$ cat config.mk
export PLATFORM = sky130hd
export DESIGN_NAME = refresh_sched
export DESIGN_NICKNAME = d
export VERILOG_FILES = /design/src/rtl/refsched_pkg.sv /design/src/rtl/refsched_tick.sv /design/src/rtl/refsched_owed.sv /design/src/rtl/refsched_rfc.sv /design/src/rtl/refresh_sched.sv
export SDC_FILE = /design/constraint.sdc
export NUM_CORES = 1
export LEC_CHECK = 0
export ABC_AREA = 1
export BUFFER_PORTS_ARGS = -buffer_cell sky130_fd_sc_hd__buf_2
export CAP_MARGIN = 25
export CELL_PAD_IN_SITES_DETAIL_PLACEMENT = 1
export CELL_PAD_IN_SITES_GLOBAL_PLACEMENT = 2
export CORE_MARGIN = 2
export CORE_UTILIZATION = 28
export DETAILED_ROUTE_END_ITERATION = 10
export PLACE_DENSITY_LB_ADDON = 0.1
export SETUP_SLACK_MARGIN = 0.5
export SLEW_MARGIN = 20
export SYNTH_ARGS = -nofsm -noshare
export SYNTH_HDL_FRONTEND = slang
export SYNTH_SLANG_ARGS = --single-unit
export TNS_END_PERCENT = 20
$ cat constraint.sdc
create_clock -name clk -period 3.25 [get_ports clk]
set_input_delay 0.4875 -clock clk [delete_from_list [all_inputs] [get_ports clk]]
set_output_delay 0.4875 -clock clk [all_outputs]
set_load 0.03 [all_outputs]
$ cat src/rtl/refsched_pkg.sv
package refsched_pkg;

  // Registered output bundle of the scheduler
  typedef struct packed {
    logic req;
    logic urg;
    logic cke;
  } refsched_out_t;

  // Largest backlog of deferred refreshes the memory tolerates
  localparam int unsigned MAX_OWED_DEF = 8;

endpackage

$ cat src/rtl/refsched_tick.sv
module refsched_tick #(
  parameter int unsigned INTERVAL_CYC = 1302
) (
  input  logic clk,
  input  logic rst,
  output logic tick_o
);
  localparam int unsigned CW = $clog2(INTERVAL_CYC);
  localparam logic [CW-1:0] LAST = CW'(INTERVAL_CYC - 1);

  logic [CW-1:0] cnt_q;

  assign tick_o = (cnt_q == LAST);

  always_ff @(posedge clk) begin
    if (rst)         cnt_q <= '0;
    else if (tick_o) cnt_q <= '0;
    else             cnt_q <= cnt_q + 1'b1;
  end


  tick_spacing_chk: assert property (@(posedge clk) disable iff (rst)
    tick_o |=> !tick_o);

endmodule

$ cat src/rtl/refsched_owed.sv
module refsched_owed #(
  parameter int unsigned MAX_OWED = 8,
  localparam int unsigned OW = $clog2(MAX_OWED + 1)
) (
  input  logic          clk,
  input  logic          rst,
  input  logic          inc_i,
  input  logic          dec_i,
  output logic [OW-1:0] owed_n_o,
  output logic [OW-1:0] owed_q_o
);
  localparam logic [OW-1:0] FULL = OW'(MAX_OWED);

  logic [OW-1:0] owed_q;

  always_comb begin
    owed_n_o = owed_q;
    if (inc_i && !dec_i && owed_q != FULL) owed_n_o = owed_q + 1'b1;
    else if (dec_i && !inc_i)              owed_n_o = owed_q - 1'b1;
  end

  always_ff @(posedge clk) begin
    if (rst) owed_q <= '0;
    else     owed_q <= owed_n_o;
  end

  assign owed_q_o = owed_q;


  sat_drop_chk: assert property (@(posedge clk) disable iff (rst)
    (owed_q == FULL && inc_i && !dec_i) |=> owed_q == FULL);


  no_overflow_chk: assert property (@(posedge clk) disable iff (rst)
    owed_q <= FULL);


  dec_step_chk: assert property (@(posedge clk) disable iff (rst)
    (dec_i && !inc_i) |=> owed_q == $past(owed_q) - 1'b1);


  both_hold_chk: assert property (@(posedge clk) disable iff (rst)
    (dec_i && inc_i) |=> $stable(owed_q));

endmodule

$ cat src/rtl/refsched_rfc.sv
module refsched_rfc #(
  parameter int unsigned TRFC_CYC = 12
) (
  input  logic clk,
  input  logic rst,
  input  logic load_i,
  output logic run_n_o
);
  localparam int unsigned RW = $clog2(TRFC_CYC + 1);
  localparam logic [RW-1:0] LOADV = RW'(TRFC_CYC);

  logic [RW-1:0] cnt_q;
  logic [RW-1:0] cnt_n;

  always_comb begin
    if (load_i)          cnt_n = LOADV;
    else if (cnt_q != 0) cnt_n = cnt_q - 1'b1;
    else                 cnt_n = '0;
  end

  always_ff @(posedge clk) begin
    if (rst) cnt_q <= '0;
    else     cnt_q <= cnt_n;
  end

  assign run_n_o = (cnt_n != 0);


  rfc_countdown_chk: assert property (@(posedge clk) disable iff (rst)
    (cnt_q != 0 && !load_i) |=> cnt_q == $past(cnt_q) - 1'b1);

endmodule

$ cat src/rtl/refresh_sched.sv
module refresh_sched
  import refsched_pkg::*;
#(
  parameter int unsigned INTERVAL_CYC = 1302,
  parameter int unsigned TRFC_CYC     = 12,
  parameter int unsigned MAX_OWED     = MAX_OWED_DEF
) (
  input  logic clk,
  input  logic rst,
  input  logic gnt_i,
  input  logic busy_i,
  output logic req_o,
  output logic urgent_o,
  output logic cke_hold_o
);
  localparam int unsigned OW = $clog2(MAX_OWED + 1);
  localparam logic [OW-1:0] FULL = OW'(MAX_OWED);

  refsched_out_t out_q;
  logic          tick;
  logic          accept;
  logic          run_n;
  logic [OW-1:0] owed_n;
  logic [OW-1:0] owed_q;
  logic          full_n;

  assign accept = gnt_i && out_q.req;

  refsched_tick #(.INTERVAL_CYC(INTERVAL_CYC)) u_tick (
    .clk    (clk),
    .rst    (rst),
    .tick_o (tick)
  );

  refsched_owed #(.MAX_OWED(MAX_OWED)) u_owed (
    .clk      (clk),
    .rst      (rst),
    .inc_i    (tick),
    .dec_i    (accept),
    .owed_n_o (owed_n),
    .owed_q_o (owed_q)
  );

  refsched_rfc #(.TRFC_CYC(TRFC_CYC)) u_rfc (
    .clk     (clk),
    .rst     (rst),
    .load_i  (accept),
    .run_n_o (run_n)
  );

  assign full_n = (owed_n == FULL);

  always_ff @(posedge clk) begin
    if (rst) begin
      out_q <= '0;
    end else begin
      out_q.cke <= run_n;
      out_q.urg <= full_n && !run_n;
      out_q.req <= (owed_n != 0) && !run_n && (!busy_i || full_n);
    end
  end

  assign req_o      = out_q.req;
  assign urgent_o   = out_q.urg;
  assign cke_hold_o = out_q.cke;


  urgent_forces_req_chk: assert property (@(posedge clk) disable iff (rst)
    urgent_o |-> req_o);


  grant_holds_cke_chk: assert property (@(posedge clk) disable iff (rst)
    (gnt_i && req_o) |=> (cke_hold_o && !req_o && !urgent_o));


  cke_blocks_req_chk: assert property (@(posedge clk) disable iff (rst)
    cke_hold_o |-> !req_o);


  stray_grant_chk: assert property (@(posedge clk) disable iff (rst)
    (gnt_i && !req_o && !cke_hold_o) |=> !cke_hold_o);


  req_needs_owed_chk: assert property (@(posedge clk) disable iff (rst)
    req_o |-> owed_q != 0);

endmodule

### Yosys cells after proc, flatten, opt, wreduce, memory -nomap -nowiden

Index checks and enable logic that the tools add are counted.

| word-level totals | value |
|---|---|
| output and inout bits | 3 |
| input bits | 4 |
| bits in registers | 22 |
| word-level logic and storage cells | 33 |

| cells by class | value |
|---|---|
| mux-type cells | 4 |
| reductions and logical operators | 16 |
| add/sub/neg operators | 4 |
| equality and inequality tests | 3 |

Operators with widths:

| kind | count |
|---|---|
| $mux W4 | 4 |
| $reduce_bool A4 Y1 | 3 |
| $add A11 B1 Y11 const B | 1 |
| $eq A11 B11 Y1 const B | 1 |
| $sub A4 B1 Y4 const B | 2 |
| $logic_and A1 B1 Y1 | 7 |
| $add A4 B1 Y4 const B | 1 |
| $eq A4 B4 Y1 const B | 1 |
| $logic_not A1 Y1 | 4 |
| $ne A4 B4 Y1 const B | 1 |
| $reduce_or A2 Y1 | 1 |
| $logic_or A1 B1 Y1 | 1 |

### Logic depth before layout (Yosys ltp)

Gate-level depths: netlist of run 1.

| depth | value |
|---|---|
| word-level depth | 8 |
| mapped depth | 14 |
| mapped depth without buffers | 14 |

### Modules after synthesis

Synthesis of run 1 repeated with hierarchy kept, for this count alone.

| unflattened totals | value |
|---|---|
| cell total of the unflattened synthesis | 177 |
| area total of the unflattened synthesis | 1266.2 um2 |

Modules (own cells, without submodules):

| module | instances | area each (um2) | cells an instance | sequential area each (um2) |
|---|---|---|---|---|
| refsched_tick | 1 | 593.1 | 75 | 220.2 |
| refsched_owed | 1 | 329.1 | 52 | 80.1 |
| refsched_rfc | 1 | 211.5 | 32 | 80.1 |
| refresh_sched | 1 | 132.6 | 18 | 60.1 |

### Least setup slack after synthesis of run 1

Ideal clock, no wire load.

| path | value |
|---|---|
| path type | reg2reg |
| start point | register out_q (netlist bit req_o) |
| end point | register out_q (netlist bit req_o) |
| slack | 1.743 ns |
| arrival | 1.396 ns |
| buffers on the path | 0 |
| cell stages (with the launch flop) | 12 |
| setup time | 0.111 ns |
| clock period less this slack | 1.507 ns |
| data required time | 3.139 ns |
| cell sequence | dfxtp_1 nand2_1 inv_1 nor2_2 nand2_2 clkinv_1 nand2_1 nand2_1 nor2_1 nand2_1 nand2_1 nor2_1 |

| on the way | value |
|---|---|
| cells in the longest elaborated chain, start to end | 8 |
| elaborated cells on any way between the ends | 15 |
| those cells by class | eq/ne (1); mux (3); reduce/logical (11) |

Ends and longest elaborated chain:

| what | RTL line | source |
|---|---|---|
| start: declaration | refresh_sched.sv:19 | `refsched_out_t out_q;` |
| $logic_and A1 B1 Y1 (*) | refresh_sched.sv:27 | `assign accept = gnt_i && out_q.req;` |
| $logic_not A1 Y1 | refsched_owed.sv:18 | `if (inc_i && !dec_i && owed_q != FULL) owed_n_o = owed_q + 1'b1;` |
| $logic_and A1 B1 Y1 (2 in a row) | refsched_owed.sv:18 |  |
| $mux W4 | refsched_owed.sv:18 |  |
| $eq A4 B4 Y1 / $reduce_bool A4 Y1 (equally long branches) | refresh_sched.sv:51, refresh_sched.sv:59 |  |
| $logic_or A1 B1 Y1 / $logic_and A1 B1 Y1 (equally long branches) | refresh_sched.sv:59 | `out_q.req <= (owed_n != 0) && !run_n && (!busy_i \|\| full_n);` |
| $logic_and A1 B1 Y1 (*) | refresh_sched.sv:59 |  |

Mark *: on every way between the ends. The rest lies on a longest branch, timed or not.
A chain may end at the register's enable or synchronous reset.

### Final worst setup path of run 1

| path | value |
|---|---|
| start point | register u_tick.cnt_q[0] |
| end point | register out_q (netlist bit urgent_o) |

| on the way | value |
|---|---|
| cells in the longest elaborated chain, start to end | 7 |
| elaborated cells on any way between the ends | 9 |
| those cells by class | eq/ne (2); mux (2); reduce/logical (5) |

Ends and longest elaborated chain:

| what | RTL line | source |
|---|---|---|
| start: declaration | refsched_tick.sv:11 | `logic [CW-1:0] cnt_q;` |
| start signal: assignment | refsched_tick.sv:18 | `else cnt_q <= cnt_q + 1'b1;` |
| $eq A11 B11 Y1 (*) | refsched_tick.sv:13 | `assign tick_o = (cnt_q == LAST);` |
| $logic_not A1 Y1 | refsched_owed.sv:19 | `else if (dec_i && !inc_i) owed_n_o = owed_q - 1'b1;` |
| $logic_and A1 B1 Y1 | refsched_owed.sv:19 |  |
| $mux W4 | refsched_owed.sv:19 |  |
| $mux W4 (*) | refsched_owed.sv:18 |  |
| $eq A4 B4 Y1 (*) | refresh_sched.sv:51 | `assign full_n = (owed_n == FULL);` |
| $logic_and A1 B1 Y1 (*) | refresh_sched.sv:58 | `out_q.urg <= full_n && !run_n;` |

Marks and branches as above.

==> flow_metrics.tcl, run 1 <==
set metrics [dict create \
    root_buffer "clkbuf_8" \
    drv_slew 0 \
    grt_setup_unrepaired "no" \
    rows 23 \
    grt_pass1_wl_mm 5.35 \
    status "finished, final reports clean" \
    post_cts_buffers 0 \
    vdd_drop_max_mv 0.218 \
    wl_mm 3.01 \
    async_flop_share 0 \
    start_util 0.297 \
    cts_resized 0 \
    io_pins 7 \
    dpl_cell_area_mm2 0.00130 \
    crit_path_max_incr_delay_ns 0.42 \
    post-dp-hpwl_mm 2.38 \
    vias 1143 \
    required_ns 3.46 \
    hold-worst-slack_ns 0.488 \
    layout-drive-gt1-share 0.119 \
    overflow 0 \
    hold_class "input pin to flip-flop" \
    period_needed_ns 1.80 \
    synth_edf_count 0 \
    slew_headroom 0.717 \
    power_density_mw_per_mm2 518 \
    wl_per_cell_um 12.3 \
    synth_area_leaders "dfxtp_1 (36%), nand2_1 (13%), nor2_1 (9.6%), inv_1 (7.7%), nand3_1 (5.4%)" \
    hold_violations 0 \
    worstMarginPinSlew_ns 0.424 \
    ys_ff_latch 22 \
    stdcell_area_mm2 0.00137 \
    synth_most_common_cell "nand2_1" \
    setup_viol 0 \
    worstPathArrival_ns 2.02 \
    fmax_mhz 555 \
    cts_max_path_buffers 2 \
    grt_pass1_vias 1158 \
    synth_top_area_cell "dfxtp_1" \
    cts_buffers 3 \
    path_buf_inv 1 \
    ant_nets 0 \
    viasPerCell 4.68 \
    synth-main-ff-cell "dfxtp_1" \
    syn_inst 186 \
    drv_cap 0 \
    grt_max_degree 14 \
    synth_nets 195 \
    syn2layout_area_growth_pct 12.9 \
    path_cells "ha_1 -> nand2_1 -> nor2_4 -> nand3_4 -> nand2_1 -> nand2_1 -> nand2_1 -> nand2_1 -> inv_1 -> nand3_1 -> nor2_2 -> nand2_1 -> nor2_1" \
    coreArea_mm2 0.00409 \
    drt_pre_antenna_iters 4 \
    port_buffers 6 \
    first_iter_violations 38 \
    seq_area_frac_synth 0.363 \
    netlist_area_mm2 0.00121 \
    drc_errors 0 \
    die-area_mm2 0.00488 \
    p_leak_nw 0.589 \
    crit_path_end_kind "flip-flop" \
    antenna_cells 0 \
    netlist.area_leader.share 0.363 \
    synthTopCellsByCount "nand2_1 (42), nor2_1 (31), inv_1 (25), dfxtp_1 (22), nand3_1 (13)" \
    htreeDepth 1 \
    postSynthAreaPerCell_um2 6.53 \
    final_nets 204 \
    die_x_um 69.8 \
    crit_family "simple AND/OR/NAND/NOR gates" \
    routabilityCongestion 0.760 \
    die_y_um 69.8 \
    placedCellCount 240 \
    cp_common_cell "nand2_1" \
    cp_slowest_cell "dfxtp_1" \
    critPathLaunchType "flip-flop" \
    critPathKind "flip-flop to flip-flop" \
    antenna_found_initial 0 \
    setup_tns_ns 0 \
    clock_sinks 22 \
    cts_tree "yes" \
    grtUsageTotal 0.137 \
    insertion_delay_ns 0.27 \
    hold_buffers 0 \
    final.setup_skew_ns 0.00308 \
    yosys_warnings 0 \
    fillCellCount 547 \
    crit_fanout 7 \
    ys_types 23 \
    path_clk_slew_ns 0.09 \
    fin_crit_sh 0.555 \
    final_cells 244 \
]
[cells in the final DEF (no fill, tap or decap), drive strengths merged]
cell type,n
or2,1
a21oi,9
o21ai,1
nor2,34
clkbuf,3
bufinv,1
clkinv,2
dfxtp,22
nor3b,1
nand3,14
o21a,1
nor3,11
ha,5
nand4,5
buf,6
inv,29
xor2,1
o211ai,1
nand2,46
nand3b,1
[metal layers]
layer  routed length [um]  share of wire  vias up  GRT usage
met5                    0              0        -          0
met1                 1520           0.51      539      0.178
li1                     -              -      594          -
met2                 1390           0.46        5      0.223
met4                   47          0.016        0     0.0513
met3                   44          0.015        5     0.0262
[where the power goes]
group | internal, mW | switching, mW | total [mW]
Clock | 0.165 | 0.0976 | 0.262
Combinational | 0.0466 | 0.0987 | 0.145
Sequential | 0.291 | 0.0110 | 0.302
[registers in the layout, summed over array words and instances (netlist names)]
name	count
u_tick.cnt_q	11
u_rfc.cnt_q	4
urgent_o	1
req_o	1
u_owed.owed_q_o	4
cke_hold_o	1
[cells by family after synthesis]
| logic type | after synthesis | synth area share |
|---|---|---|
| compound gates | 12 | 0.0536 |
| xor+xnor | 1 | 0.00722 |
| fa+ha+maj | 5 | 0.0515 |
| buf+inv | 33 | 0.102 |
| flops | 22 | 0.363 |
| simple gates | 113 | 0.423 |
[tightest hold or removal path, cell delays in order]
cell,delay [ns]
buf_2,0.10
inv_1,0.04
nor2_1,0.04
nor2_1,0.06
[through the flow]
step	utilization	total power [mW]	setup slack (ns)
after floorplan	-	0.416	1.74
after global placement	0.318	0.447	1.38
after detailed placement	0.318	0.454	1.35
after CTS	0.335	0.718	1.40
after global routing	0.335	0.758	1.17
final	0.335	0.710	1.45
[final timing paths]
| check | startpoint | depth (start not counted) | end | slack [ns] |
|---|---|---|---|---|
| worst min-delay path | busy_i | 4 | req_o$_SDFF_PP0_ | 0.49 |
| worst max-delay path | u_tick.cnt_q[0]$_SDFF_PP0_ | 13 | urgent_o$_SDFF_PP0_ | 1.45 |
| worst min register to register | u_tick.cnt_q[0]$_SDFF_PP0_ | 1 | u_tick.cnt_q[0]$_SDFF_PP0_ | 0.50 |
| worst max register to register | u_tick.cnt_q[0]$_SDFF_PP0_ | 13 | urgent_o$_SDFF_PP0_ | 1.45 |
[final cells by class]
class / instances / area (um^2) / area share
Clock inverter: 1 / 30.0 / 0.0219
Multi-Input combinational cell: 131 / 649 / 0.474
Timing Repair Buffer: 6 / 30.0 / 0.0219
Sequential cell: 22 / 440 / 0.321
Tap cell: 50 / 62.6 / 0.0457
Clock buffer: 3 / 41.3 / 0.0301
Inverter: 31 / 116 / 0.0849
Power figures use the tool's default switching activity.
==> run 2, diff against run 1 <==
- ABC_AREA: 1 -> 0
- clock period: 3.25 -> 1.5 ns (I/O delays scaled with it)
==> flow_metrics.tcl, run 2 <==
set metrics [dict create \
    io_pins 7 \
    violations "negative setup slack" \
    grt_pass1_wl_mm 4.96 \
    synthTopCellsByCount "dfxtp_1 (22), nor2_1 (18), a21oi_1 (9), nand2_1 (8), nand3_1 (8)" \
    hold_class "input pin to flip-flop" \
    insertion_delay_ns 0.27 \
    start_util 0.295 \
    die_x_um 66.4 \
    synth_area_leaders "dfxtp_1 (40%), nor2_1 (6.2%), ha_1 (5.7%), xor2_1 (4.8%), a21oi_1 (4.1%)" \
    first_iter_violations 8 \
    viasPerCell 4.75 \
    syn2layout_area_growth_pct 57.6 \
    root_buffer "clkbuf_8" \
    crit_path_end_kind "flip-flop" \
    rows 22 \
    clkPwrFrac 0.295 \
    final_cells 212 \
    critPathKind "flip-flop to flip-flop" \
    ant_nets 0 \
    coreArea_mm2 0.00369 \
    netlist.area_leader.share 0.405 \
    path_clk_slew_ns 0.08 \
    fmax_mhz 522 \
    grt_max_degree 14 \
    worstPathArrival_ns 2.08 \
    placedCellCount 206 \
    worstHoldStart "rst" \
    drv_cap 0 \
    layout-drive-gt1-share 0.561 \
    port_buffers 6 \
    reg2reg_from "u_tick.cnt_q[3]$_SDFF_PP0_" \
    syn_inst 126 \
    power_frac_seq 0.372 \
    largest_register_ffs 11 \
    grt_pass1_vias 1044 \
    dpl_cell_area_mm2 0.00141 \
    stdcell_area_mm2 0.00172 \
    grt_setup_unrepaired "yes" \
    synth_edf_count 0 \
    setup_viol 17 \
    fin_crit_sh 1.28 \
    drt_pre_antenna_iters 3 \
    drc_errors 0 \
    hold_violations 0 \
    cts_tree "yes" \
    critPathLaunchType "flip-flop" \
    cp_slowest_cell "or3_4" \
    synth_top_area_cell "dfxtp_1" \
    htreeDepth 1 \
    hold_buffers 0 \
    seq_area_frac_synth 0.405 \
    vdd_drop_max_mv 0.366 \
    status "finished with violations" \
    synth_nets 135 \
    fin_util 0.465 \
    layout_commonest_cell "buf_4" \
    vias 1008 \
    fillCellCount 435 \
    internal_power_mw 1.36 \
    post-dp-hpwl_mm 2.10 \
    cp-startpoint "u_tick.cnt_q[3]$_SDFF_PP0_" \
    p_leak_nw 0.679 \
    netlist_area_mm2 0.00109 \
    regMostFlops "u_tick.cnt_q" \
    crit_path_max_incr_delay_ns 0.50 \
    pwr-share-comb 0.333 \
    clock_sinks 22 \
    async_flop_share 0 \
    swShare 0.291 \
    final.setup_skew_ns 0.00227 \
    ys_types 36 \
    wl_per_cell_um 13.9 \
    worstMarginPinSlew_ns 0.332 \
    grtUsageTotal 0.156 \
    ys_ff_latch 22 \
    routabilityCongestion 0.798 \
    required_ns 1.66 \
    slew_headroom 0.779 \
    cts_buffers 3 \
    postSynthAreaPerCell_um2 8.64 \
    cts_max_path_buffers 2 \
    synth-main-ff-cell "dfxtp_1" \
    die-area_mm2 0.00440 \
    synth_most_common_cell "dfxtp_1" \
    crit_fanout 8 \
    wl_mm 2.95 \
    mostFrequentLayoutCells "buf_4 (30), nor2_1 (15), dfxtp_2 (11)" \
    hold-worst-slack_ns 0.241 \
    switchingPower_mw 0.558 \
    final_nets 174 \
    yosys_warnings 0 \
    fin_ws_ns -0.415 \
    power_density_mw_per_mm2 1120 \
    path_cells "nand4bb_4 -> or3_4 -> and3_1 -> o21ai_2 -> a21boi_2 -> mux2_4" \
    die_y_um 66.4 \
    power_mw 1.92 \
    period_needed_ns 1.91 \
    drv_slew 0 \
    overflow 0 \
    antenna_cells 0 \
    antenna_found_initial 0 \
]
[run 2: changes by cell type after synthesis, sizes merged, moves of 4 or more]
cell	before	now
nand3	14	8
inv	29	6
nor3	11	4
o21ai	1	5
or3	0	5
xor2	1	6
and3	0	4
nor2	34	18
nand4	5	0
nand2	46	8
[run 2: critical path: cells and delay by family (launching register included)]
kind / cells / cell delay (ns)
AND/OR/NAND/NOR: 3 / 0.96
AO/OA/AOI/OAI: 2 / 0.23
multiplexers: 1 / 0.29
flip-flops: 1 / 0.33
[run 2: per-layer routing]
layer	track usage	wire length (um)	vias to the layer above
met4	0.0536	39	0
met3	0.0307	69	4
li1	-	-	508
met5	0	0	-
met2	0.286	1580	10
met1	0.176	1260	486
[run 2: kinds of logic after synthesis]
| family | after synthesis | synth area share |
|---|---|---|
| AO/OA/AOI/OAI | 20 | 0.111 |
| XOR/XNOR | 9 | 0.0724 |
| adder cells (fa/ha/maj) | 6 | 0.0667 |
| buffers and inverters | 9 | 0.0379 |
| flip-flops | 22 | 0.405 |
| multiplexers | 1 | 0.0138 |
| AND/OR/NAND/NOR | 59 | 0.293 |
[run 2: cell type report]
type	count	area, um^2	share of cell area
clock inverters	1	30.0	0.0175
flip-flops and latches	22	458	0.267
multi-input cells	95	810	0.472
repair buffers	37	294	0.171
inverters	6	22.5	0.0131
well taps	48	60.1	0.0350
clock buffers	3	41.3	0.0241
[run 2: final timing paths]
kind                          endpoint  cells after the start  slack, ns
max                   req_o$_SDFF_PP0_                      6      -0.41
min          u_rfc.cnt_q[0]$_SDFF_PP0_                      4       0.24
max reg2reg           req_o$_SDFF_PP0_                      6      -0.41
min reg2reg  u_rfc.cnt_q[0]$_SDFF_PP0_                      2       0.50
[run 2: repair_timing]
| action | 4_1_cts | 5_1_grt |
|---|---|---|
| endpoints found under the setup margin | 23 | 25 |
| hold endpoints to repair | 0 | 0 |
| pin swaps | 18 | 22 |
| gates resized for setup | 32 | 20 |
| buffers inserted | 2 | 0 |
[run 2: stage by stage]
step	TNS [ns]	setup slack, ns
6_report	-2.14	-0.415
5_1_grt	-3.36	-0.494
4_1_cts	-1.46	-0.400
3_5_place_dp	-3.03	-0.471
3_3_place_gp	-2.40	-0.427
2_1_floorplan	-0.566	-0.328
[run 2: power by group through the flow]
stage / combinational [mW] / clock, mW / sequential (mW)
global placement: 0.420 / 0 / 0.688
floorplan: 0.213 / 0 / 0.710
global route: 0.716 / 0.604 / 0.725
finish: 0.639 / 0.566 / 0.714
detailed placement: 0.426 / 0 / 0.691
CTS: 0.560 / 0.582 / 0.705
==> run 3, diff against run 2 <==
--- a/config.mk
+++ b/config.mk
@@ -7,5 +7,4 @@
 export LEC_CHECK = 0
 export ABC_AREA = 0
-export BUFFER_PORTS_ARGS = -buffer_cell sky130_fd_sc_hd__buf_2
 export CAP_MARGIN = 25
 export CELL_PAD_IN_SITES_DETAIL_PLACEMENT = 1
@@ -14,4 +13,5 @@
 export CORE_UTILIZATION = 28
 export DETAILED_ROUTE_END_ITERATION = 10
+export DONT_BUFFER_PORTS = 1
 export PLACE_DENSITY_LB_ADDON = 0.1
 export SETUP_SLACK_MARGIN = 0.5
==> constraint.sdc (replaced) <==
create_clock -name clk -period 1.5 [get_ports clk]
set_input_delay 0.225 -clock clk [delete_from_list [all_inputs] [get_ports clk]]
set_output_delay 0.225 -clock clk [all_outputs]
set_load 0.05 [all_outputs]
==> flow_metrics.tcl, run 3 (synthesized netlist as in run 2, its figures left out) <==
set metrics [dict create \
    status "finished with violations" \
    violations "negative setup slack" \
    path_clk_slew_ns 0.08 \
    dpl_cell_area_mm2 0.00138 \
    hold_violations 0 \
    cp_slowest_cell "or3_4" \
    die_x_um 66.4 \
    htreeDepth 1 \
    routabilityCongestion 0.719 \
    largest_register_ffs 11 \
    rows 22 \
    die-area_mm2 0.00440 \
    antenna_cells 0 \
    ant_nets 0 \
    cts_buffers 3 \
    coreArea_mm2 0.00369 \
    regMostFlops "u_tick.cnt_q" \
    power_density_mw_per_mm2 999 \
    overflow 0 \
    layout_commonest_cell "buf_4" \
    start_util 0.295 \
    critPathLaunchType "flip-flop" \
    crit_path_max_incr_delay_ns 0.50 \
    drc_errors 0 \
    cts_max_path_buffers 2 \
    stdcell_area_mm2 0.00170 \
    vdd_drop_max_mv 0.401 \
    critPathKind "flip-flop to flip-flop" \
    regArea_um2 462 \
    post-dp-hpwl_mm 2.06 \
    mostFrequentLayoutCells "buf_4 (28), nor2_1 (15), dfxtp_2 (11)" \
    syn2layout_area_growth_pct 56.2 \
    grt_pass1_wl_mm 4.95 \
    io_pins 7 \
    drv_cap 0 \
    crit_fanout 8 \
    port_buffers 0 \
    hold-worst-slack_ns 0.0173 \
    final_nets 170 \
    worstPathArrival_ns 2.04 \
    layout-drive-gt1-share 0.563 \
    fmax_mhz 529 \
    fillCellCount 420 \
    path_cells "nand4bb_4 -> or3_4 -> and3_4 -> o21ai_2 -> a21boi_2 -> mux2_4" \
    insertion_delay_ns 0.26 \
    drt_pre_antenna_iters 3 \
    vias 1001 \
    period_needed_ns 1.89 \
    rrSetupSlack_ns -0.39 \
    grt_max_degree 13 \
    required_ns 1.65 \
    wl_per_cell_um 14.3 \
    power_mw 1.70 \
    grt_setup_unrepaired "yes" \
    drv_slew 0 \
    die_y_um 66.4 \
    first_iter_violations 16 \
    crit_path_end_kind "flip-flop" \
    wl_mm 2.98 \
    fin_ws_ns -0.390 \
    worstMarginPinSlew_ns 0.469 \
    root_buffer "clkbuf_8" \
    setup_viol 17 \
    hold_class "input pin to flip-flop" \
    fin_crit_sh 1.26 \
    final.setup_skew_ns 0.00322 \
    antenna_found_initial 0 \
    p_leak_nw 0.658 \
    clock_sinks 22 \
    viasPerCell 4.81 \
    slew_headroom 0.687 \
    cts_tree "yes" \
    multi_input_area_um2 833 \
    grt_pass1_vias 1076 \
    grtUsageTotal 0.150 \
    dp_worst_setup_slack_ns -0.467 \
]
[run 3: power by group]
group / switching, mW / total (mW) / internal [mW]
clock network: 0.196 / 0.386 / 0.189
registers: 0.0971 / 0.750 / 0.652
logic: 0.253 / 0.563 / 0.309
total: 0.547 / 1.70 / 1.15
[run 3: critical path, delay by kind of cell (launching register included)]
| family | cells | cell delay, ns |
|---|---|---|
| flip-flops | 1 | 0.33 |
| multiplexers | 1 | 0.29 |
| AND/OR/NAND/NOR | 3 | 0.94 |
| AO/OA/AOI/OAI | 2 | 0.23 |
[run 3: cell type report]
class | instances | area share
well taps | 48 | 0.0353
clock buffers | 4 | 0.0265
flip-flops and latches | 22 | 0.272
multi-input cells | 95 | 0.490
inverters | 6 | 0.0132
repair buffers | 33 | 0.163
[run 3: worst paths after layout]
kind	from	end	depth (start not counted)
setup / recovery	u_tick.cnt_q[6]$_SDFF_PP0_	req_o$_SDFF_PP0_	6
hold / removal	rst	u_owed.owed_q_o[1]$_SDFF_PP0_	1
hold reg to reg	u_rfc.cnt_q[0]$_SDFF_PP0_	u_rfc.cnt_q[0]$_SDFF_PP0_	2
setup reg to reg	u_tick.cnt_q[6]$_SDFF_PP0_	req_o$_SDFF_PP0_	6
[run 3: timing repair]
action	4_1_cts	5_1_grt
endpoints found under the hold margin	0	2
setup buffers	2	1
setup endpoints to repair	25	25
hold buffers	0	1
resized for setup	38	18
pin swaps	19	21
[run 3: through the flow]
step,cells,TNS [ns],utilization
after floorplan,126,-0.566,-
after global placement,200,-2.69,0.375
after global routing,208,-2.90,0.461
after CTS,206,-1.23,0.436
final,208,-1.85,0.461
after detailed placement,200,-2.57,0.375
[run 3: metal layers]
layer	global-route usage	vias to the layer above	share of wire
met1	0.164	483	0.43
met5	0	-	0
met4	0.0689	0	0.015
met3	0.0204	4	0.024
li1	-	505	-
met2	0.281	9	0.53
